===== config.mk =====
export PLATFORM = sky130hd
export DESIGN_NAME = ternary_pack5
export DESIGN_NICKNAME = d
export VERILOG_FILES = /design/src/rtl/ternary_pack5_pkg.sv /design/src/rtl/ternary_pack5_slice.sv /design/src/rtl/ternary_pack5_group.sv /design/src/rtl/ternary_pack5_fill.sv /design/src/rtl/ternary_pack5.sv
export SDC_FILE = /design/constraint.sdc
export NUM_CORES = 1
export LEC_CHECK = 0
export CORE_AREA = 2 2 39 41
export DETAILED_ROUTE_END_ITERATION = 7
export DIE_AREA = 0 0 41 43
export DONT_BUFFER_PORTS = 1
export GPL_TIMING_DRIVEN = 0
export PLACE_DENSITY = 0.3
export SYNTH_ARGS = -nofsm -noshare
export SYNTH_HDL_FRONTEND = slang
export SYNTH_SLANG_ARGS = --single-unit

===== constraint.sdc =====
create_clock -name vclk -period 1
set_clock_uncertainty 0.2 [all_clocks]
set_input_delay 0.1 -clock vclk [all_inputs]
set_output_delay 0.1 -clock vclk [all_outputs]
set_load 0.05 [all_outputs]

===== src/rtl/ternary_pack5_pkg.sv =====
package ternary_pack5_pkg;

  localparam int unsigned DIGITS   = 3;
  localparam int unsigned PAIR_W   = 2;
  localparam int unsigned IN_W     = DIGITS * PAIR_W;
  localparam int unsigned CODE_W   = 5;
  localparam int unsigned GRP_W    = 2;
  localparam int unsigned LOAD_W   = CODE_W - GRP_W;

  typedef enum logic [GRP_W-1:0] {
    GRP_TOPZ = 2'b00,
    GRP_REST = 2'b01,
    GRP_MIDZ = 2'b10,
    GRP_FULL = 2'b11
  } grp_e;

  typedef struct packed {
    logic bad;
    logic nz;
    logic neg;
  } digit_t;

  // Pair decode: 00 zero, 01 plus, 11 minus, 10 illegal.
  function automatic digit_t classify(input logic [PAIR_W-1:0] p);
    digit_t d;
    d.bad = p[1] & ~p[0];
    d.nz  = p[0];
    d.neg = p[1] & p[0];
    return d;
  endfunction

endpackage


===== src/rtl/ternary_pack5_slice.sv =====
module ternary_pack5_slice
  import ternary_pack5_pkg::*;
(
  input  logic [PAIR_W-1:0] pair_i,
  output digit_t            dig_o
);
  always_comb dig_o = classify(pair_i);
endmodule


===== src/rtl/ternary_pack5_group.sv =====
module ternary_pack5_group
  import ternary_pack5_pkg::*;
(
  input  digit_t top_i,
  input  digit_t mid_i,
  input  digit_t bot_i,
  output grp_e   grp_o
);
  always_comb begin
    if (top_i.nz && mid_i.nz && bot_i.nz) grp_o = GRP_FULL;
    else if (!top_i.nz && mid_i.nz)       grp_o = GRP_TOPZ;
    else if (!mid_i.nz && bot_i.nz)       grp_o = GRP_MIDZ;
    else                                  grp_o = GRP_REST;
  end
endmodule


===== src/rtl/ternary_pack5_fill.sv =====
module ternary_pack5_fill
  import ternary_pack5_pkg::*;
#(
  parameter logic FILL = 1'b0
) (
  input  grp_e               grp_i,
  input  digit_t             top_i,
  input  digit_t             mid_i,
  input  digit_t             bot_i,
  output logic [LOAD_W-1:0]  load_o
);
  logic top_s, mid_s, bot_s;

  // Signs of zero digits are free slots for the unpacker.
  always_comb begin
    top_s = top_i.nz ? top_i.neg : FILL;
    mid_s = mid_i.nz ? mid_i.neg : FILL;
    bot_s = bot_i.nz ? bot_i.neg : FILL;
  end

  always_comb begin
    unique case (grp_i)
      GRP_FULL: load_o = {top_s, mid_s, bot_s};
      GRP_TOPZ: load_o = {bot_i.nz, mid_s, bot_s};
      GRP_MIDZ: load_o = {top_s, top_i.nz, bot_s};
      default: begin
        if (mid_i.nz)      load_o = {top_s, mid_s, 1'b1};
        else if (top_i.nz) load_o = {top_s, 1'b1, 1'b0};
        else               load_o = {FILL, 1'b0, 1'b0};
      end
    endcase
  end
endmodule


===== src/rtl/ternary_pack5.sv =====
module ternary_pack5
  import ternary_pack5_pkg::*;
#(
  parameter logic FILL = 1'b0
) (
  input  logic [5:0] trits_i,
  output logic [4:0] code_o,
  output logic       illegal_o
);
  digit_t [DIGITS-1:0] dig;
  grp_e                grp_sel;
  logic [LOAD_W-1:0]   load;
  logic                any_bad;

  for (genvar g = 0; g < DIGITS; g++) begin : g_slice
    ternary_pack5_slice slice_i (
      .pair_i (trits_i[g*PAIR_W +: PAIR_W]),
      .dig_o  (dig[g])
    );
  end

  ternary_pack5_group group_i (
    .top_i (dig[2]),
    .mid_i (dig[1]),
    .bot_i (dig[0]),
    .grp_o (grp_sel)
  );

  ternary_pack5_fill #(.FILL(FILL)) fill_i (
    .grp_i  (grp_sel),
    .top_i  (dig[2]),
    .mid_i  (dig[1]),
    .bot_i  (dig[0]),
    .load_o (load)
  );

  always_comb begin
    any_bad = 1'b0;
    for (int k = 0; k < DIGITS; k++) any_bad |= dig[k].bad;
  end

  assign illegal_o = any_bad;
  assign code_o    = any_bad ? '0 : {load, grp_sel};

endmodule


==> flow_metrics.env <==
export IMPL_outcome="complete, but fails checks"
export IMPL_violations="setup timing"
export IMPL_vias=165
export IMPL_synthTopCellsByArea="nand2b_1 (15%), nand2b_4 (11%), nand4_1 (9.8%)"
export IMPL_synth_cell_type_count=13
export IMPL_fp_row_count=14
export IMPL_fmax_mhz=990
export IMPL_drc=0
export IMPL_leakagePower_nw=0.0831
export IMPL_drive_gt1_share_pct=59.1
export IMPL_portBuffers=0
export IMPL_max_stage_delay_ns=0.40
export IMPL_antenna_found_initial=0
export IMPL_setup_viol=2
export IMPL_drt_pass1_iterations=1
export IMPL_routed_wl_um=485
export IMPL_slew_headroom_pct=74.8
export IMPL_grt_max_degree=8
export IMPL_grtUsageTotal_pct=4.90
export IMPL_worst_path_max_delay_cell="a41o_2"
export IMPL_rsz0062_at_grt="true"
export IMPL_timing_final_ws_setup_ns=-0.00990
export IMPL_seq_area_um2=0
export IMPL_core_area_mm2=0.00138
export IMPL_yosysSeqAreaShare_pct=0
export IMPL_crit_buf_inv=0
export IMPL_crit_fanout=6
export IMPL_fin_nets=30
export IMPL_die_h_um=43
export IMPL_area_growth_pct=59.8
export IMPL_synth_nets=26
export IMPL_tightest_slew_ns=0.376
export IMPL_drt_wirelength_per_cell_um=12.8
export IMPL_whs_path_depth=1
export IMPL_cp_cell_sequence="nand2b_2 -> a41o_2"
export IMPL_synthCells=20
export IMPL_cp_start_kind="input pin"
export IMPL_grt_ovfl_total=0
export IMPL_finalHoldViolCount=0
export IMPL_numSequentialCells=0
export IMPL_worst_hold_slack_ns=0.105
export IMPL_power_total_mw=0.132
export IMPL_ios=12
export IMPL_fin_util_pct=14.7
export IMPL_critical_path_top_delay_family="compound AO/OA/AOI/OAI gates"
export IMPL_cp_arrival_ns=0.71
export IMPL_n_clock_buffer=0
export IMPL_period_share_pct=101
export IMPL_start_util_pct=9.22
export IMPL_crit_type="in -> out"
export IMPL_die_w_um=41
export IMPL_fill_cells=172
export IMPL_min_path_type="in -> out"
export IMPL_worst_ep_required_time_ns=0.70
export IMPL_gp_congestion=0.607
export IMPL_path_depth=2
export IMPL_dr_first_iter_drc_count=0
export IMPL_antennaDiodeCount=0
export IMPL_drv_cap=0
export IMPL_vias_per_cell=4.34
export IMPL_slew_viol_final=0
export IMPL_synth_cell_area_um2=128
export IMPL_pre_cts_ws_ns=-0.0664
export IMPL_hpwl_um=364
export IMPL_min_period_ns=1.01
export IMPL_synth_avg_cell_area_um2=6.38
export IMPL_holdBufCountCts=0
export IMPL_die_area_mm2=0.00176
export IMPL_yosys_warnings=0
export IMPL_synth_top_cell_area_share_pct=14.7
export IMPL_grt_pass1_vias=155
export IMPL_endpoint_kind="primary output"
export IMPL_drtAntennaViolNets=0
export IMPL_power_density_mw_per_mm2=646
export IMPL_multiInputGateArea_um2=169
export IMPL_peakVddDrop_v=0.000129
export IMPL_grt_pass1_wl_um=655
export IMPL_synth_area_leader_cell="nand2b_1"
[routing by layer]
metal  track usage [%]  wire length, µm
met5                 0                0
met2              9.69              297
met1              4.75              144
met3              1.57               42
met4                 0                0
[synth_stat cells]
cell,n
a21o_1,1
a22o_1,1
a41o_1,1
nand2_1,3
nand2b_1,3
nand2b_4,1
nand3_1,2
nand4_1,2
nor2_1,1
nor2b_1,1
nor3_1,2
o211a_1,1
o21ai_0,1
[where the power goes]
part           switching [mW]  total [mW]  internal (mW)
Sequential                  0           0              0
Combinational          0.0933       0.132         0.0385
Clock                       0           0              0
[metrics by stage]
stage                     area, µm²  setup TNS, ns  instances
after global placement          169         -0.168         36
after detailed placement        169         -0.180         36
final                           204        -0.0120         38
after floorplan                 149              0         20
after global routing            204        -0.0484         38
after CTS                       176        -0.0969         36
[area by class of cell]
class	count	share of cell area, %
Tap cell	16	9.82
Timing Repair Buffer	2	7.36
Multi-Input combinational cell	20	82.8
[kinds of logic after synthesis]
kind of cell     synth area share (%)
AND/OR/NAND/NOR                  67.6
AO/OA/AOI/OAI                    32.4
[worst paths after layout]
path,start,slack (ns),end
max,trits_i[2],-0.01,code_o[2]
min,trits_i[4],0.10,code_o[4]
[placed cells by master, fill, tap and decap left out]
cell type	count
nand3_1	1
nor3_2	1
nor3_1	1
a22o_4	1
nor2_1	1
nor2b_2	1
nand4_1	2
nand2b_1	2
o21ai_4	1
nand2b_2	1
nand2_2	2
nand2b_4	1
nand3_2	1
nand2_1	1
a41o_2	1
a21o_1	1
buf_4	2
o211a_2	1
[repair_timing]
item                       CTS  global route
pin swaps                    0             4
resized for setup            2             5
setup buffers                0             2
setup endpoints to repair    5             5
(Power assumes the default switching activity.)
